**src/rtl/trim_pkg.sv**
```systemverilog
package trim_pkg;
  localparam int unsigned NCH = 12;
  localparam int unsigned AW  = 4;
  localparam int unsigned DW  = 8;
  localparam logic [DW-1:0] MID = 8'h80;
endpackage

```
**src/rtl/trim_sync.sv**
```systemverilog
module trim_sync #(
  parameter int unsigned WIDTH = 1,
  parameter logic [WIDTH-1:0] RST_VAL = '0
) (
  input  logic             clk_i,
  input  logic             rst_ni,
  input  logic [WIDTH-1:0] d_i,
  output logic [WIDTH-1:0] q_o
);
  logic [WIDTH-1:0] meta_q, sync_q;

  always_ff @(posedge clk_i or negedge rst_ni) begin
    if (!rst_ni) begin
      meta_q <= RST_VAL;
      sync_q <= RST_VAL;
    end else begin
      meta_q <= d_i;
      sync_q <= meta_q;
    end
  end

  assign q_o = sync_q;
endmodule

```
**src/rtl/trim_rx.sv**
```systemverilog
module trim_rx #(
  parameter int unsigned AW = 4,
  parameter int unsigned DW = 8,
  localparam int unsigned FRM = AW + DW,
  localparam int unsigned CW  = $clog2(FRM + 1)
) (
  input  logic          clk_i,
  input  logic          rst_ni,
  input  logic          sclk_s_i,
  input  logic          csn_s_i,
  input  logic          sdi_s_i,
  output logic          stb_o,
  output logic [AW-1:0] addr_o,
  output logic [DW-1:0] data_o
);
  logic           sclk_q, csn_q;
  logic [FRM-1:0] shreg_q;
  logic [CW-1:0]  cnt_q;
  logic           sclk_rise, cs_fall, cs_rise;

  assign sclk_rise = sclk_s_i & ~sclk_q;
  assign cs_fall   = ~csn_s_i & csn_q;
  assign cs_rise   = csn_s_i & ~csn_q;

  always_ff @(posedge clk_i or negedge rst_ni) begin
    if (!rst_ni) begin
      sclk_q  <= 1'b0;
      csn_q   <= 1'b1;
      shreg_q <= '0;
      cnt_q   <= '0;
      stb_o   <= 1'b0;
    end else begin
      sclk_q <= sclk_s_i;
      csn_q  <= csn_s_i;
      stb_o  <= cs_rise && (cnt_q == CW'(FRM));
      if (cs_fall) begin
        cnt_q <= '0;
      end else if (!csn_s_i && sclk_rise) begin
        // Oldest bits fall off the top; the count saturates at the frame length.
        shreg_q <= {shreg_q[FRM-2:0], sdi_s_i};
        if (cnt_q != CW'(FRM)) cnt_q <= cnt_q + 1'b1;
      end
    end
  end

  assign addr_o = shreg_q[FRM-1 -: AW];
  assign data_o = shreg_q[DW-1:0];
endmodule

```
**src/rtl/trim_regs.sv**
```systemverilog
module trim_regs #(
  parameter int unsigned NCH = 12,
  parameter int unsigned AW  = 4,
  parameter int unsigned DW  = 8,
  parameter logic [DW-1:0] MID = 8'h80
) (
  input  logic              clk_i,
  input  logic              rst_ni,
  input  logic              preset_i,
  input  logic              wr_i,
  input  logic [AW-1:0]     addr_i,
  input  logic [DW-1:0]     data_i,
  output logic [NCH*DW-1:0] chan_o
);
  for (genvar g = 0; g < NCH; g++) begin : g_ch
    logic [DW-1:0] val_q;
    logic          hit;

    assign hit = wr_i && (addr_i == AW'(g));

    always_ff @(posedge clk_i or negedge rst_ni) begin
      if (!rst_ni)      val_q <= '0;
      else if (preset_i) val_q <= MID;
      else if (hit)      val_q <= data_i;
    end

    assign chan_o[g*DW +: DW] = val_q;
  end
endmodule

```
**src/rtl/trim_reg_bank.sv**
```systemverilog
module trim_reg_bank
  import trim_pkg::*;
#(
  parameter int unsigned NUM_CH   = NCH,
  parameter int unsigned ADDR_W   = AW,
  parameter int unsigned DATA_W   = DW,
  parameter logic [DATA_W-1:0] MID_VAL = MID
) (
  input  logic                     clk_i,
  input  logic                     rst_ni,
  input  logic                     sclk_i,
  input  logic                     csn_i,
  input  logic                     sdi_i,
  input  logic                     preset_i,
  input  logic                     shdn_i,
  output logic [NUM_CH*DATA_W-1:0] chan_o,
  output logic                     pwrdn_o
);
  logic [4:0]        sync_s;
  logic              preset_s;
  logic              frm_stb;
  logic [ADDR_W-1:0] frm_addr;
  logic [DATA_W-1:0] frm_data;

  trim_sync #(.WIDTH(5), .RST_VAL(5'b00010)) u_sync (
    .clk_i  (clk_i),
    .rst_ni (rst_ni),
    .d_i    ({preset_i, shdn_i, sdi_i, csn_i, sclk_i}),
    .q_o    (sync_s)
  );

  assign preset_s = sync_s[4];
  assign pwrdn_o  = sync_s[3];

  trim_rx #(.AW(ADDR_W), .DW(DATA_W)) u_rx (
    .clk_i    (clk_i),
    .rst_ni   (rst_ni),
    .sclk_s_i (sync_s[0]),
    .csn_s_i  (sync_s[1]),
    .sdi_s_i  (sync_s[2]),
    .stb_o    (frm_stb),
    .addr_o   (frm_addr),
    .data_o   (frm_data)
  );

  trim_regs #(.NCH(NUM_CH), .AW(ADDR_W), .DW(DATA_W), .MID(MID_VAL)) u_regs (
    .clk_i    (clk_i),
    .rst_ni   (rst_ni),
    .preset_i (preset_s),
    .wr_i     (frm_stb),
    .addr_i   (frm_addr),
    .data_i   (frm_data),
    .chan_o   (chan_o)
  );
endmodule

```
**config.mk**
```make
export PLATFORM = sky130hd
export DESIGN_NAME = trim_reg_bank
export DESIGN_NICKNAME = d
export VERILOG_FILES = /design/src/rtl/trim_pkg.sv /design/src/rtl/trim_sync.sv /design/src/rtl/trim_rx.sv /design/src/rtl/trim_regs.sv /design/src/rtl/trim_reg_bank.sv
export SDC_FILE = /design/constraint.sdc
export NUM_CORES = 1
export LEC_CHECK = 0
export BUFFER_PORTS_ARGS = -buffer_cell sky130_fd_sc_hd__buf_2
export CAP_MARGIN = 20
export CORE_ASPECT_RATIO = 0.5
export CORE_MARGIN = 2
export CORE_UTILIZATION = 50
export DETAILED_ROUTE_END_ITERATION = 10
export GPL_TIMING_DRIVEN = 0
export PLACE_DENSITY = 0.76
export REMOVE_ABC_BUFFERS = 1
export SLEW_MARGIN = 30
export SYNTH_ARGS = -nofsm -noshare
export SYNTH_HDL_FRONTEND = slang
export SYNTH_SLANG_ARGS = --single-unit
export TNS_END_PERCENT = 10
```
**constraint.sdc**
```tcl
create_clock -name clk_i -period 1.55 [get_ports clk_i]
set_input_delay 0.0775 -clock clk_i [delete_from_list [all_inputs] [get_ports clk_i]]
set_output_delay 0.0775 -clock clk_i [all_outputs]
set_load 0.1 [all_outputs]
```
# Yosys cells after proc, flatten, opt, wreduce, memory -nomap -nowiden
# Cells that the tools add are included.
# totals
output_inout_bits,97
regBits,125
wordCells,99
# classes
eq_ne,13
n_addsub,1
muxes,27
bitwise_logic,7
n_reduce_logical,32
# ops
op,n
8-bit two-way mux,24
2-bit nonzero test,14
4-bit equality test (second input constant),5
4-bit by 3-bit equality test with 1-bit output (second input constant),4
1-bit logical AND,14
4-bit two-way mux,3
4-bit by 2-bit equality test with 1-bit output (second input constant),2
4-bit by 1-bit adder with 4-bit output (second input constant),1
4-bit by 1-bit equality test with 1-bit output (second input constant),1
4-bit logical NOT,1
4-bit != test (second input constant),1
1-bit inverter,4
2-bit AND reduction,2
1-bit bitwise AND,3
1-bit logical NOT,1

# Depth between registers and ports, before layout
# Gate-level depths: netlist (run 1).
# logic_depth
depth_word,5
depth_mapped,6
ltp_nobuf,5

# Modules after synthesis
# Synthesis (run 1) repeated with hierarchy kept, for this count alone.
# hier_totals
hier_cells,406
hier_area_um2,5337.6
# modules_own_cells
mod,instances,area_each_um2,cells_each
trim_regs,1,4229.1,339
trim_rx,1,855.8,57
trim_sync,1,252.7,10

# Worst setup path before layout (run 1)
# OpenSTA, ideal clock, no wires.
# synth_path
path_type,reg-to-reg
startpoint,register u_sync.sync_q[1] (netlist: u_sync.q_o[1])
endpoint,register u_rx.shreg_q[10]
n_path_buf,2
synth_period_minus_slack_ns,1.534
setup_time_ns,0.125
path_stages_with_launch,6
slack_ns,0.016
required_ns,1.425
arrival_time_ns,1.409
cell_sequence,dfstp_2 -> or3b_1 -> buf_6 -> nor2_8 -> buf_12 -> mux2_4
# synth_via
elab_chain_len,4
elab_cells_between_ends,6
classes_between,bitwise (3); reduce/logical (3)
# synth_rtl
item,line_no,rtl
"start, declared",trim_sync.sv:10,"logic [WIDTH-1:0] meta_q, sync_q;"
"start signal, assigned",trim_sync.sv:18,sync_q <= meta_q;
1-bit inverter,trim_rx.sv:22,assign cs_fall = ~csn_s_i & csn_q;
1-bit bitwise AND,trim_rx.sv:22,
1-bit inverter (no source line),-,
2-bit AND reduction (no source line) (*),-,
"end signal, assigned",trim_rx.sv:40,"shreg_q <= {shreg_q[FRM-2:0], sdi_s_i};"
"end, declared",trim_rx.sv:17,logic [FRM-1:0] shreg_q;
# Mark *: on every way between the ends. The rest lies on a longest branch, timed or not.
# A chain may end at the register's enable or synchronous reset.

# Worst setup path after layout (run 1)
# Ends and elaborated chain as after synthesis.

==> flow_summary.yaml, run 1 <==
finish:
  area_growth_pct: 26.8
  regArea_um2: 3140
  nets: 620
  fillers: 786
  final_layout_size_suffix_gt1_share_pct: 29.6
  multi_input_area_um2: 2020
  diodes: 0
  final_core_util_pct: 65.7
clock_tree:
  insertion_delay_ns: 0.42
  cts_inserted_buffers: 17
  cts_tree: "yes"
  cts.sinks: 125
  cts_buffer_depth: 2
  ctsRootBufferMaster: "clkbuf_16"
  cts_max_level: 4
  clkTransAtPathRegs_ns: 0.05
place:
  dp_slack_ns: -0.356
  hpwl_um: 8080
  gp_congestion: 0.716
  place.port_buffers: 103
pwr:
  power.density_nw_per_um2: 1190
  p_leak_uw: 0.00301
  ir_worst_vdd_mv: 1.06
  p_total_uw: 8050
route:
  wl_um: 15000
  ant_nets: 0
  vias: 4638
  firstDrtPassIters: 5
  wl_per_cell_um: 19.7
  drt_iter0_drc: 573
  drcViolationCount: 0
  viasPerCell: 6.07
synthesis:
  yosysTopAreaCellShare_pct: 57.3
  ys_warn_count: 0
  synth-seq-cells: 125
  synth_area_leaders: "dfrtp_1, nand3_1, o21ai_0"
  syn-cell-area_um2: 5330
  syn_avg_cell_area_um2: 10.2
  seq_area_frac_synth_pct: 58.8
  synth.distinct_cells: 31
  synth_top_area_cell: "dfrtp_1"
  synthCells: 525
floorplan:
  start_util_pct: 51.8
  num_rows: 26
  die_h_um: 77
  fp.dieArea_um2: 11600
  die_w_um: 150
  ios: 104
  core_um2: 10300
min_path:
  hold_path.class: "in2async"
timing:
  finalCritPeriodShare_pct: 101
  maxSlewViolCount: 0
  setup_violations: 5
  post-route-min-period_ns: 1.56
  max_slew_margin_pct: 59.4
  setup_slack_ns: -0.0113
  finalSetupTns_ns: -0.0188
  timing.fmax_mhz: 641
  rsz0062_at_grt: "yes"
  clock_skew_ns: 0.0129
  hold_viol_final: 0
  tightest_slew_ns: 0.609
critical_path:
  crit_type: "reg2reg"
  start_kind: "flip-flop"
  end_kind: "flip-flop"
  worstPathArrival_ns: 1.86
  worstRegToRegCells: 4
  required_ns: 1.84
  path_max_fanout: 8
  reg2reg_slack_ns: -0.01
global_routing:
  grt_pass1_vias: 4382
  grt_max_degree: 65
  grt_antenna_before_repair: 0
  grt_pass1_wl_um: 22900
  grtUsageTotal_pct: 25.5
  grt_overflow: 0
outcome:
  violations: "negative setup slack"
  outcome: "finished with violations"
flow_run:
  maxCapViolations: 0
-- layer usage --
metal	vias up	share of wire, %	global-route usage, %
met5	-	0	0
met4	0	2.3	8.68
met3	42	10	7.56
met2	270	47	40.0
met1	2272	40	34.3
li1	2054	-	-
-- sequential cells by signal, summed over array words and instances, names as in the netlist --
name / flops
u_sync.meta_q: 5
u_sync.q_o: 5
u_rx.shreg_q: 12
u_rx.cnt_q: 4
u_rx.stb_o: 1
u_rx.sclk_q: 1
u_regs.g_ch.val_q: 96
u_rx.csn_q: 1
-- through the flow --
step	cells	hold WS, ns	area, µm²
after floorplan	463	-0.218	5050
after global placement	706	0.183	5740
after detailed placement	716	0.0632	5920
after CTS	757	0.222	6660
after global routing	764	0.245	6760
final	764	0.189	6760
-- final cells by class --
class	count	share of cell area (%)
multi-input combinational	339	29.9
inverter	3	0.167
tap	140	2.59
timing repair buffer	125	11.8
sequential	125	46.5
clock buffer	27	7.59
clock inverter	5	1.54
-- Yosys cell counts --
library cell,n
buf_12,1
nand2b_1,3
nor2_1,1
a21oi_1,86
o21ai_1,2
clkbuf_2,1
or3b_1,2
dfstp_2,3
dfrtp_1,122
o41ai_1,2
buf_6,1
mux2_2,2
and2b_1,1
buf_2,17
inv_1,3
or2_2,1
o311ai_0,2
mux2_4,10
ha_1,2
and3_1,1
nor2b_1,2
and2_0,1
nor2_8,1
nand2_1,1
clkbuf_1,42
nand3b_1,14
nand3_1,100
o21ai_0,96
and3b_1,2
nor3b_1,2
nor3b_2,1
-- kinds of logic after synthesis --
logic type | Yosys count | synth area share (%)
and+or+nand+nor | 133 | 14.1
AOI/OAI and AO/OA | 188 | 17.9
DFF | 125 | 58.8
adders and majority gates | 2 | 0.470
buffers and inverters | 65 | 5.45
muxes | 12 | 3.24
-- worst max-delay path, cell delays in order (launching register included) --
cell and delay [ns]:
dfstp_2 0.38, or3b_4 0.46, nor2_8 0.14, buf_12 0.15
mux2_4 0.30
-- power by group --
part	internal (µW)	total [µW]	leakage (µW)	switching, µW
registers	3340	3630	0.00164	296
clock network	2740	4140	0.000302	1390
logic	137	279	0.00107	142
total	6220	8050	0.00301	1830
-- timing repair --
action,in CTS,in global routing
buffers inserted,3,3
hold endpoints to repair,68,0
pin swaps,3,5
gates cloned,0,4
endpoints found under the setup margin,109,104
hold buffers,6,0
gates resized for setup,10,25
-- cells in the final DEF (no fill, tap or decap), types with 2 or more instances in the layout --
cell	count
dfrtp_1	116
buf_2	102
nand3_1	100
o21ai_0	87
a21oi_1	86
clkbuf_16	17
nand3b_1	14
o21ai_1	11
mux2_4	10
dlygate4sd3_1	6
buf_6	6
clkbuf_1	5
clkbuf_8	5
buf_4	5
dfrtp_2	5
or3b_4	4
inv_1	3
bufinv_16	3
buf_8	3
dfstp_2	3
nor3b_1	2
and3b_4	2
nor2b_4	2
nand2b_4	2
o311ai_0	2
o41ai_1	2
mux2_2	2
ha_1	2
and3b_2	2
buf_16	2
-- path summary, 6_finish.rpt --
kind / end / startpoint
hold / removal: u_rx.cnt_q[1] / rst_ni
max in group asynchronous: u_regs.g_ch[4].val_q[5] / rst_ni
setup / recovery: u_rx.shreg_q[10] / u_sync.q_o[1]
setup reg to reg: u_rx.shreg_q[10] / u_sync.q_o[1]
hold reg to reg: u_sync.q_o[0] / u_sync.meta_q[0]
min in group clk_i: u_sync.meta_q[2] / sdi_i
No activity file was read; power rests on OpenSTA's default activity.
==> inputs of run 2 (changes only) <==
Clock period 1.55 ns to 1.27 ns, I/O delays scaled along.
==> run 2 against run 1 <==
The flow still finishes with violations (negative setup slack). Clock skew about the same. Maximum frequency decreased by 7.0%. Utilization increased by 6.1 points. Sequential share of layout area decreased by 3.9 points. Critical path type unchanged.
==> flow_summary.yaml, run 2 (same netlist as run 1, synthesis figures left out) <==
outcome:
  outcome: "finished with violations"
  violations: "negative setup slack"
critical_path:
  cp_cell_sequence: "buf_4 > or3b_4 > o21ai_0 > nand3b_1"
  critical-path-max-stage-delay_ns: 0.51
  worstPathArrival_ns: 1.96
  reg2reg_slack_ns: -0.41
  worstSetupEndpoint: "u_regs.g_ch[3].val_q[7]"
  path_max_fanout: 16
  end_kind: "flip-flop"
  regToRegEndpoint: "u_regs.g_ch[3].val_q[7]"
  crit_type: "reg2reg"
  startpoint: "u_rx.shreg_q[10]"
  crit_slowest_cell: "or3b_4"
  required_ns: 1.55
  reg2reg_from: "u_rx.shreg_q[10]"
  start_kind: "flip-flop"
  worstRegToRegCells: 4
timing:
  maxSlewViolCount: 0
  tightest_slew_ns: 0.677
  clock_skew_ns: 0.0126
  setup_violations: 118
  finalCritPeriodShare_pct: 132
  setup_slack_ns: -0.409
  hold_slack_ns: 0.184
  rsz0062_at_grt: "yes"
  hold_viol_final: 0
  post-route-min-period_ns: 1.68
  max_slew_margin_pct: 54.8
  timing.fmax_mhz: 595
finish:
  multi_input_area_um2: 2180
  area_growth_pct: 38.6
  top_register: "u_regs.g_ch.val_q"
  final_core_util_pct: 71.8
  diodes: 0
  top_regs: "u_regs.g_ch.val_q x96, u_rx.shreg_q x12"
  layout_common_cells: "dfrtp_1, nand3_1, a21oi_1, o21ai_1, clkbuf_4"
  final_common_cell: "dfrtp_1"
  final_layout_size_suffix_gt1_share_pct: 36.4
  regArea_um2: 3140
  fillers: 686
  nets: 642
  largest_register_ffs: 96
pwr:
  p_leak_uw: 0.00315
  power.density_nw_per_um2: 1350
  ir_worst_vdd_mv: 1.28
clock_tree:
  cts_buffer_depth: 2
  ctsRootBufferMaster: "clkbuf_16"
  cts_tree: "yes"
  insertion_delay_ns: 0.42
  cts_max_level: 4
  cts_inserted_buffers: 17
  clkTransAtPathRegs_ns: 0.06
  cts.sinks: 125
place:
  place.port_buffers: 103
  hpwl_um: 8080
  gp_congestion: 0.716
floorplan:
  num_rows: 26
  die_w_um: 150
  fp.dieArea_um2: 11600
  start_util_pct: 51.8
  die_h_um: 77
  core_um2: 10300
  ios: 104
route:
  vias: 5164
  firstDrtPassIters: 6
  wl_per_cell_um: 23.2
  wl_um: 18200
  viasPerCell: 6.57
  ant_nets: 0
  drt_iter0_drc: 710
  drcViolationCount: 0
min_path:
  hold_path.class: "in2async"
global_routing:
  grt_max_degree: 65
  grt_overflow: 0
  grt_pass1_wl_um: 23900
  grt_pass1_vias: 4417
  grt_antenna_before_repair: 0
  grtUsageTotal_pct: 26.9
flow_run:
  maxCapViolations: 0
-- run 2: cell types whose count changed in the layout (fill, tap and decap cells not counted), sizes merged --
cell    delta
and3b      +2
clkbuf    +65
or2        +1
buf       -46
-- run 2: how the worst min path moves through the flow --
| stage | startpoint | end | depth (start not counted) |
|---|---|---|---|
| finish | rst_ni | u_rx.cnt_q[1] | 2 |
| global route | rst_ni | u_rx.shreg_q[0] | 2 |
| CTS | rst_ni | u_regs.g_ch[11].val_q[0] | 2 |
| detailed placement | rst_ni | u_rx.cnt_q[1] | 1 |
| global placement | csn_i | u_sync.meta_q[1] | 1 |
| floorplan | rst_ni | u_regs.g_ch[0].val_q[0] | 0 |
-- run 2: stage by stage --
step / cells / instance area, µm² / worst slack [ns] / setup TNS, ns / power (µW)
3_5_place_dp: 716 / 5920 / -0.636 / -47.36 / 4810
4_1_cts: 764 / 6790 / -0.302 / -23.57 / 9850
3_3_place_gp: 706 / 5740 / -1.50 / -327.70 / 4770
5_1_grt: 786 / 7380 / -0.443 / -26.35 / 10200
2_1_floorplan: 463 / 5050 / -0.656 / -63.19 / 4500
6_report: 786 / 7380 / -0.409 / -22.25 / 9940
-- run 2: area by class of cell --
type	count	share of cell area, %
multi-input combinational	342	29.6
sequential	125	42.6
timing repair buffer	144	17.0
inverter	3	0.153
tap	140	2.37
clock buffer	27	6.95
clock inverter	5	1.41
-- run 2: per-layer routing --
layer  track usage [%]  up-vias  part of all wire [%]
met5                 0        -                     0
met4              9.62        0                   4.4
met3              6.79      110                    12
met2              42.3      414                    46
met1              36.5     2530                    37
li1                  -     2110                     -
-- run 2: critical path, delay by kind of cell, from the launching register on --
family	cells	cell delay (ns)
buf+inv	1	0.17
simple gates	2	0.65
compound gates	1	0.27
flops	1	0.45
-- run 2: where the power goes --
part / switching, µW / internal [µW]
clock network: 1760 / 3350
logic: 188 / 180
registers: 392 / 4070
-- run 2: what timing repair did --
item	CTS	global route
hold endpoints to repair	68	0
gates resized for setup	35	178
pin swaps	6	17
endpoints found under the setup margin	125	174
buffers inserted	7	17
hold buffers	6	0
gates cloned	3	5
